File: src/rtl/gpio_rt_pkg.sv
package gpio_rt_pkg;

    localparam int NUM_BANKS     = 6;
    localparam int PINS_PER_BANK = 8;
    localparam int ADDR_W        = 8;
    localparam int DATA_W        = 8;
    localparam int NUM_PINS      = NUM_BANKS * PINS_PER_BANK;

    localparam logic [ADDR_W-1:0] DATA_BASE = 8'h4B;

    localparam int CFG_DIR_BIT = 0;
    localparam int CFG_INV_BIT = 1;
    localparam int CFG_OD_BIT  = 7;

    typedef struct packed {
        logic dir_in;
        logic inv;
        logic od;
        logic latch;
    } pin_state_t;

    // Configuration offset of one pin; 0 marks a position with no pin.
    function automatic logic [ADDR_W-1:0] cfg_offset(input int bank, input int pin);
        logic [ADDR_W-1:0] off;
        off = '0;
        case (bank)
            0: off = (pin < 5) ? ADDR_W'(8'h23 + pin) : ADDR_W'(8'h24 + pin);
            1: case (pin)
                   1: off = 8'h2C;
                   2: off = 8'h2D;
                   7: off = 8'h32;
                   default: off = '0;
               endcase
            2: off = (pin == 5) ? '0 : ADDR_W'(8'h33 + pin);
            3: case (pin)
                   0: off = 8'h3B;
                   2: off = 8'h3D;
                   4: off = 8'h6E;
                   5: off = 8'h6F;
                   6: off = 8'h72;
                   7: off = 8'h73;
                   default: off = '0;
               endcase
            4: off = ADDR_W'(8'h3F + pin);
            5: off = (pin < 2) ? ADDR_W'(8'h47 + pin) : ADDR_W'(8'h52 + pin);
            default: off = '0;
        endcase
        return off;
    endfunction

endpackage

File: src/rtl/gpio_pin_cell.sv
module gpio_pin_cell
    import gpio_rt_pkg::*;
#(
    parameter int BANK = 0,
    parameter int PIN  = 0
) (
    input  logic              clk,
    input  logic              rst_n,
    input  logic [ADDR_W-1:0] addr,
    input  logic              wr_en,
    input  logic [DATA_W-1:0] wdata,
    input  logic              data_wr,
    input  logic              pad_in,
    output logic              pad_out,
    output logic              pad_oe,
    output logic              rd_bit,
    output logic [DATA_W-1:0] cfg_rd
);

    localparam logic [ADDR_W-1:0] CFG_OFF = cfg_offset(BANK, PIN);
    localparam bit                PRESENT = (CFG_OFF != '0);

    generate
        if (PRESENT) begin : g_pin
            pin_state_t st_d, st_q;
            logic       cfg_hit;
            logic       drive;
            logic       unused_wbits;

            assign cfg_hit      = (addr == CFG_OFF);
            assign unused_wbits = ^wdata[6:2];

            always_comb begin
                st_d = st_q;
                if (wr_en && cfg_hit) begin
                    st_d.dir_in = wdata[CFG_DIR_BIT];
                    st_d.inv    = wdata[CFG_INV_BIT];
                    st_d.od     = wdata[CFG_OD_BIT];
                end
                if (data_wr) begin
                    st_d.latch = wdata[PIN];
                end
            end

            always_ff @(posedge clk or negedge rst_n) begin
                if (!rst_n) st_q <= '{dir_in: 1'b1, inv: 1'b0, od: 1'b0, latch: 1'b0};
                else        st_q <= st_d;
            end

            assign drive   = st_q.latch ^ st_q.inv;
            assign pad_out = st_q.od ? 1'b0 : (!st_q.dir_in && drive);
            assign pad_oe  = !st_q.dir_in && (!st_q.od || !drive);
            assign rd_bit  = st_q.dir_in ? (pad_in ^ st_q.inv) : st_q.latch;
            assign cfg_rd  = cfg_hit ? {st_q.od, 5'b0, st_q.inv, st_q.dir_in} : '0;


            cfg_input_quiet_chk: assert property (@(posedge clk) disable iff (!rst_n)
                (wr_en && cfg_hit && wdata[CFG_DIR_BIT]) |=> !pad_oe);


            pp_latch_drive_chk: assert property (@(posedge clk) disable iff (!rst_n)
                (data_wr && !st_q.dir_in && !st_q.inv && !st_q.od)
                |=> (pad_oe && pad_out == $past(wdata[PIN])));


            od_never_high_chk: assert property (@(posedge clk) disable iff (!rst_n)
                (wr_en && cfg_hit && wdata[CFG_OD_BIT]) |=> !pad_out);
        end else begin : g_absent
            logic unused_in;
            assign unused_in = ^{clk, rst_n, addr, wr_en, wdata, data_wr, pad_in};
            assign pad_out   = 1'b0;
            assign pad_oe    = 1'b0;
            assign rd_bit    = 1'b0;
            assign cfg_rd    = '0;
        end
    endgenerate

endmodule

File: src/rtl/gpio_bank.sv
module gpio_bank
    import gpio_rt_pkg::*;
#(
    parameter int BANK = 0
) (
    input  logic                     clk,
    input  logic                     rst_n,
    input  logic [ADDR_W-1:0]        addr,
    input  logic                     wr_en,
    input  logic [DATA_W-1:0]        wdata,
    input  logic [PINS_PER_BANK-1:0] pad_in,
    output logic [PINS_PER_BANK-1:0] pad_out,
    output logic [PINS_PER_BANK-1:0] pad_oe,
    output logic [DATA_W-1:0]        rd_byte
);

    localparam logic [ADDR_W-1:0] DATA_OFF = DATA_BASE + ADDR_W'(BANK);

    logic                     data_hit;
    logic                     data_wr;
    logic [PINS_PER_BANK-1:0] rd_bits;
    logic [DATA_W-1:0]        cfg_rd [PINS_PER_BANK];
    logic [DATA_W-1:0]        cfg_any;

    assign data_hit = (addr == DATA_OFF);
    assign data_wr  = wr_en && data_hit;

    for (genvar p = 0; p < PINS_PER_BANK; p++) begin : g_cell
        gpio_pin_cell #(.BANK(BANK), .PIN(p)) u_cell (
            .clk     (clk),
            .rst_n   (rst_n),
            .addr    (addr),
            .wr_en   (wr_en),
            .wdata   (wdata),
            .data_wr (data_wr),
            .pad_in  (pad_in[p]),
            .pad_out (pad_out[p]),
            .pad_oe  (pad_oe[p]),
            .rd_bit  (rd_bits[p]),
            .cfg_rd  (cfg_rd[p])
        );
    end

    always_comb begin
        cfg_any = '0;
        for (int p = 0; p < PINS_PER_BANK; p++) cfg_any |= cfg_rd[p];
    end

    assign rd_byte = data_hit ? DATA_W'(rd_bits) : cfg_any;

endmodule

File: src/rtl/gpio_runtime_regs.sv
module gpio_runtime_regs
    import gpio_rt_pkg::*;
(
    input  logic                clk,
    input  logic                rst_n,
    input  logic [ADDR_W-1:0]   addr,
    input  logic                wr_en,
    input  logic [DATA_W-1:0]   wdata,
    input  logic                rd_en,
    output logic [DATA_W-1:0]   rdata,
    input  logic [NUM_PINS-1:0] pad_in,
    output logic [NUM_PINS-1:0] pad_out,
    output logic [NUM_PINS-1:0] pad_oe
);

    typedef struct packed {
        logic [DATA_W-1:0] rdata;
    } rd_state_t;

    logic [DATA_W-1:0] bank_rd [NUM_BANKS];
    logic [DATA_W-1:0] rd_mux;
    rd_state_t         rs_d, rs_q;

    for (genvar b = 0; b < NUM_BANKS; b++) begin : g_bank
        gpio_bank #(.BANK(b)) u_bank (
            .clk     (clk),
            .rst_n   (rst_n),
            .addr    (addr),
            .wr_en   (wr_en),
            .wdata   (wdata),
            .pad_in  (pad_in [b*PINS_PER_BANK +: PINS_PER_BANK]),
            .pad_out (pad_out[b*PINS_PER_BANK +: PINS_PER_BANK]),
            .pad_oe  (pad_oe [b*PINS_PER_BANK +: PINS_PER_BANK]),
            .rd_byte (bank_rd[b])
        );
    end

    always_comb begin
        rd_mux = '0;
        for (int b = 0; b < NUM_BANKS; b++) rd_mux |= bank_rd[b];
        rs_d = rs_q;
        if (rd_en) rs_d.rdata = rd_mux;
    end

    always_ff @(posedge clk or negedge rst_n) begin
        if (!rst_n) rs_q <= '0;
        else        rs_q <= rs_d;
    end

    assign rdata = rs_q.rdata;


    low_gap_reads_zero_chk: assert property (@(posedge clk) disable iff (!rst_n)
        (rd_en && addr < 8'h23) |=> (rdata == '0));


    rdata_hold_chk: assert property (@(posedge clk) disable iff (!rst_n)
        !rd_en |=> $stable(rdata));

endmodule

File: config.mk
export PLATFORM = sky130hd
export DESIGN_NAME = gpio_runtime_regs
export DESIGN_NICKNAME = d
export VERILOG_FILES = /design/src/rtl/gpio_rt_pkg.sv /design/src/rtl/gpio_pin_cell.sv /design/src/rtl/gpio_bank.sv /design/src/rtl/gpio_runtime_regs.sv
export SDC_FILE = /design/constraint.sdc
export NUM_CORES = 1
export LEC_CHECK = 0
export BUFFER_PORTS_ARGS = -buffer_cell sky130_fd_sc_hd__buf_4
export CORE_MARGIN = 8
export CORE_UTILIZATION = 60
export CTS_BUF_LIST = sky130_fd_sc_hd__clkbuf_16
export DETAILED_ROUTE_END_ITERATION = 12
export PLACE_DENSITY = 0.83
export SLEW_MARGIN = 10
export SYNTH_ARGS = -nofsm -noshare
export SYNTH_HDL_FRONTEND = slang
export SYNTH_SLANG_ARGS = --single-unit
File: constraint.sdc
create_clock -name clk -period 3.2 [get_ports clk]
set_input_delay 0.32 -clock clk [delete_from_list [all_inputs] [get_ports clk]]
set_output_delay 0.32 -clock clk [all_outputs]
set_load 0.02 [all_outputs]
==> reports/metrics.yaml, run 1 <==
run_status:
  run_status: "finished, final reports clean"
grt:
  grt_overflow: 0
  initial_antenna_violation_count: 0
  grt_pass1_wl_mm: 51.5
  first_global_vias: 8508
  grt_max_degree: 76
  global_route.usage.total_pct: 30.9
clocking:
  clk_root_buffer_cell: "clkbuf_16"
  cts_made_buffers: 17
  cts.reportedPaths.clkPinSlew_ps: 70
  cts_tree: "built"
  cts_max_level: 4
  cts_repair_resize_count: 0
  clock_path_buffers: 2
  worst_skew_pair.late_latency_ps: 440
  cts.sink_count: 168
cells_and_area:
  antenna_cells: 0
  flow.area_growth_from_synthesis_pct: 11.6
  fraction_of_layout_cells_with_a_size_suffix_above_1_pct: 37.4
  final_design_area_no_fill_um2: 11700
  design.final.nets: 1155
  finalCoreUtilization_pct: 68.1
  commonest_cells_after_routing_fill_and_taps_aside: "mux2_2 (170), buf_4 (165), dfrtp_1 (128), xnor2_1 (77), nor2_1 (76)"
  final_common_cell: "mux2_2"
synthesis:
  share_of_the_synthesized_area_in_compound_gates_ao_oa_aoi_oai_pct: 8.91
  yosys.area_share.simple_pct: 15.5
  asyncSetResetFlopFracSynth_pct: 100
  synth-adder-area-share_pct: 0
  syn-cell-area_um2: 10500
  synth_enable_flop_cells: 0
  synth-xor-area-share_pct: 6.66
  post-synth-top-area-fraction_pct: 30.4
  ys_seq_area_share_pct: 40.4
  ff_latch_count_synth: 168
  synth-warning-count: 0
  main_combinational_cell_family_by_area_after_synthesis: "multiplexers"
  synthMuxAreaShare_pct: 19.2
  synthesis.instances: 1034
  synth_flop_cell: "dfrtp_1"
  synthDistinctLibCells: 61
  post-synth-top-area-cell: "dfrtp_1"
  synth.top_cells.by_area: "dfrtp_1 (30%), mux2_2 (18%), dfstp_2 (10%)"
  synthesis.area_per_instance_um2: 10.2
min_path:
  hold_class: "in -> reg"
worst_setup_path:
  critical_path.max_fanout: 5
  critical_path.max_stage_delay_ps: 680
  timing.critical_path.to_type: "flop"
  worst-endpoint-arrival_ps: 2590
  worstPathCellList: "mux2i_1, o22ai_1, a221oi_1, o221ai_1, o21a_1"
  crit_required_ps: 3530
  path_class: "reg -> reg"
  cp.buffers_inverters: 0
  crit_family: "compound AO/OA/AOI/OAI gates"
  start_kind: "flop"
  cpMaxStageDelayCell: "a221oi_1"
timing:
  slew-limit-headroom_pct: 46.9
  worst_slew_pin_slew_ps: 797
  maxClockFrequency_mhz: 442
  finalClockSkew_ps: 6.80
  report.final.setup_viol: 0
  final_max_slew_viol_count: 0
  layout_worst_path_cycle_share_pct: 70.7
  layout_min_cycle_time_ps: 2260
  timing.final.hold_violations: 0
  totalNegativeSetupSlack_ps: 0
  setup_slack_ps: 938
  unrepaired_setup_endpoints_after_global_routing: "false"
die:
  die_w_um: 148
  die-height_um: 148
  rows: 48
  core_region_area_um2: 17200
  io-pin-count: 172
  initial_utilization_pct: 61.0
  die_area_um2: 22000
route:
  detailedRoute.firstPassIterationCount: 8
  detailedRoute.firstIterationViolations: 1041
  wire_length_reported_by_the_detailed_router_mm: 34.1
  drc_errors: 0
  wire_per_inst_um: 25.8
  drtAntennaViolNets: 0
  per_cell_via_count_in_the_routed_design: 6.49
  route.vias.total: 8582
placed_design:
  placement.io_buffers: 147
  dpl.hpwl_mm: 24.4
  placement.setup.worst_slack_ps: 719
  routabilityCongestion: 0.994
  placed_cell_area_um2: 11200
run:
  timing.max_cap.violations: 0
pwr:
  max-vdd-ir-drop_uv: 372
  power.leakage_nw: 5.05
  power.density_cell_area_nw_per_um2: 447
  power_mw: 5.25
-- cell families after synthesis --
| group | count (synthesis) |
|---|---|
| flops | 168 |
| xor+xnor | 80 |
| buf+inv | 152 |
| mux | 181 |
| other cells | 1 |
| compound gates | 136 |
| simple gates | 316 |
-- state kept, by name, summed over array words and instances (netlist names) --
name / flops
g_bank.u_bank.g_cell.u_cell.g_pin.st_q: 160
rdata: 8
-- path summary, 6_finish.rpt --
kind	startpoint	endpoint	slack (ps)	cells after the start
worst max-delay path	g_bank[3].u_bank.g_cell[4].u_cell.g_pin.st_q[3]	rdata[4]	940	5
worst min-delay path	wdata[5]	g_bank[0].u_bank.g_cell[5].u_cell.g_pin.st_q[0]	210	2
worst max register to register	g_bank[3].u_bank.g_cell[4].u_cell.g_pin.st_q[3]	rdata[4]	940	5
worst min register to register	rdata[4]	rdata[4]	500	1
max in group asynchronous	rst_n	g_bank[4].u_bank.g_cell[5].u_cell.g_pin.st_q[3]	1850	3
min in group asynchronous	rst_n	g_bank[0].u_bank.g_cell[1].u_cell.g_pin.st_q[2]	460	2
-- stage by stage --
stage	hold slack, ps	cells
2_1_floorplan	24.4	1049
3_3_place_gp	355	1292
3_5_place_dp	365	1292
4_1_cts	195	1323
5_1_grt	204	1323
6_report	205	1323
-- synth_stat cells (10+ instances only) --
cell,number
buf_4,98
nand4_1,12
a21oi_1,28
buf_2,22
nor2_1,76
mux2_2,170
xnor2_1,77
clkbuf_1,25
nor2b_1,50
mux2i_1,11
o21ai_0,22
nand3_1,15
dfstp_2,40
nor3_1,43
nand2_1,72
a22oi_1,14
dfrtp_1,128
a32oi_1,10
-- layout make-up --
type / count / area, um2
repair buffers: 168 / 1280
well taps: 225 / 282
flip-flops and latches: 168 / 4250
multi-input cells: 729 / 5370
inverters: 3 / 11.3
fillers: 1315 / 5490
clock buffers: 17 / 425
clock inverters: 13 / 121
-- report_power, final --
group          internal (mW)  switching [mW]
clock                   1.12           0.853
combinational          0.372           0.508
sequential              2.25           0.147
-- layer usage --
layer	global-route usage, %	routed length [um]
met1	40.4	13100
met3	6.65	3720
met5	0	0
met4	14.6	1400
met2	47.9	15900
-- repair_timing --
| action | in CTS | in global routing |
|---|---|---|
| hold endpoints to repair | 50 | 0 |
| hold buffers | 1 | 0 |
| setup buffers | 0 | 0 |
Note: power is estimated with default switching activity, not from simulation.
==> run 2, diff against run 1 <==
- CORE_UTILIZATION: 60 -> 58
- PLACE_DENSITY: 0.83 -> 0.81
- clock period: 3.2 -> 2.24 ns (I/O delays scaled with it)
==> reports/metrics.yaml, run 2 (synthesized netlist as in run 1, its figures left out) <==
timing:
  report.final.setup_viol: 0
  totalNegativeSetupSlack_ps: 0
  layout_worst_path_cycle_share_pct: 92.7
  final_max_slew_viol_count: 0
  unrepaired_setup_endpoints_after_global_routing: "false"
  timing.final.hold_violations: 0
  worst_slew_pin_slew_ps: 743
  slew-limit-headroom_pct: 50.3
  whs_ps: 118
  layout_min_cycle_time_ps: 2080
  maxClockFrequency_mhz: 482
  finalClockSkew_ps: 6.62
  setup_slack_ps: 164
worst_setup_path:
  timing.rr.start: "g_bank[4].u_bank.g_cell[6].u_cell.g_pin.st_q[1]"
  critical_path.max_stage_delay_ps: 430
  cp.buffers_inverters: 0
  critical_path.max_fanout: 4
  worst-endpoint-arrival_ps: 2390
  worstPathCellList: "mux2_2, a222oi_1, a31oi_1, or3_1, o32a_1"
  cpMaxStageDelayCell: "or3_1"
  path_class: "reg -> reg"
  crit_family: "compound AO/OA/AOI/OAI gates"
  timing.critical_path.to_type: "flop"
  reg2reg_setup_slack_ps: 160
  start_kind: "flop"
  rr_endpoint: "rdata[7]"
  setup.worst_path.start: "g_bank[4].u_bank.g_cell[6].u_cell.g_pin.st_q[1]"
  crit_required_ps: 2550
  ff2ff_path_depth: 5
cells_and_area:
  max_reg_flops: 160
  layoutNonFillerInstCount: 1385
  finalCoreUtilization_pct: 68.3
  flow.area_growth_from_synthesis_pct: 16.2
  commonest_cells_after_routing_fill_and_taps_aside: "buf_4 (219), mux2_2 (170), dfrtp_1 (128), xnor2_1 (77), nor2_1 (76)"
  antenna_cells: 0
  fraction_of_layout_cells_with_a_size_suffix_above_1_pct: 40.8
  final_common_cell: "buf_4"
  regMostFlops: "g_bank.u_bank.g_cell.u_cell.g_pin.st_q"
  design.final.nets: 1211
  final_design_area_no_fill_um2: 12200
grt:
  grt_pass1_wl_mm: 53.0
  global_route.usage.total_pct: 31.5
  global_route.usage.met1_pct: 41.4
  initial_antenna_violation_count: 0
  grt_max_degree: 55
  global_route.usage.met2_pct: 50.1
  first_global_vias: 8631
  globalRoute.busiestLayer: "met2"
  grt_overflow: 0
  grt_util_met3_pct: 6.58
clocking:
  cts_post_setup_buffers_inserted: 0
  worst_skew_pair.late_latency_ps: 430
  clock_path_buffers: 2
  holdBufCountCts: 1
  cts_made_buffers: 17
  cts_tree: "built"
  cts.sink_count: 168
  cts_repair_resize_count: 0
  cts_max_level: 4
  cts.reportedPaths.clkPinSlew_ps: 70
  clk_root_buffer_cell: "clkbuf_16"
die:
  rows: 49
  die-height_um: 151
  die_area_um2: 22700
  die_w_um: 151
  io-pin-count: 172
  core_region_area_um2: 17900
  initial_utilization_pct: 58.8
placed_design:
  placement.setup.worst_slack_ps: -36.7
  dpl.hpwl_mm: 26.4
  placement.io_buffers: 147
  routabilityCongestion: 1.00
  post-place-cells: 1352
  placed_cell_area_um2: 11600
min_path:
  hp_start: "wdata[5]"
  holdPathStages: 2
  min_delay_worst_endpoint: "g_bank[5].u_bank.g_cell[5].u_cell.g_pin.st_q[0]"
  hold_class: "in -> reg"
route:
  detailedRoute.firstIterationViolations: 1030
  drtAntennaViolNets: 0
  drc_errors: 0
  route.vias.total: 8637
  per_cell_via_count_in_the_routed_design: 6.24
  wire_per_inst_um: 25.5
  wire_length_reported_by_the_detailed_router_mm: 35.3
  detailedRoute.firstPassIterationCount: 6
pwr:
  power.density_cell_area_nw_per_um2: 628
  power_mw: 7.67
  power.leakage_nw: 5.34
  max-vdd-ir-drop_uv: 535
run:
  timing.max_cap.violations: 0
run_status:
  run_status: "finished, final reports clean"
## run 2: cell count changes in the layout (fill, tap and decap cells not counted), sizes merged
cell    before  now
inv          8    9
clkinv       2    3
buf        167  223
## run 2: final cells by class
| cell class | instances | area, um2 |
|---|---|---|
| fillers | 1379 | 5680 |
| multi-input cells | 729 | 5370 |
| flip-flops and latches | 168 | 4250 |
| repair buffers | 224 | 1730 |
| clock buffers | 17 | 425 |
| well taps | 229 | 287 |
| clock inverters | 15 | 150 |
| inverters | 3 | 11.3 |
## run 2: metal layers
layer | wire length (um) | share of wire [%]
met1 | 14300 | 40
met2 | 16500 | 47
met3 | 3340 | 9.5
met4 | 1200 | 3.4
met5 | 0 | 0
## run 2: how the worst max path moves through the flow
stage | endpoint | slack (ps) | cells after the start
floorplan | rdata[1] | 370 | 9
global placement | rdata[0] | 40 | 6
detailed placement | rdata[0] | -40 | 6
CTS | rdata[7] | 190 | 5
global route | rdata[7] | 140 | 5
finish | rdata[7] | 160 | 5
## run 2: power by group
| group | leakage (nW) | switching [mW] | total (mW) | internal, mW |
|---|---|---|---|---|
| Sequential | 2.17 | 0.210 | 3.42 | 3.21 |
| Combinational | 2.89 | 0.738 | 1.31 | 0.576 |
| Clock | 0.277 | 1.29 | 2.94 | 1.64 |
| Total | 5.34 | 2.24 | 7.67 | 5.43 |
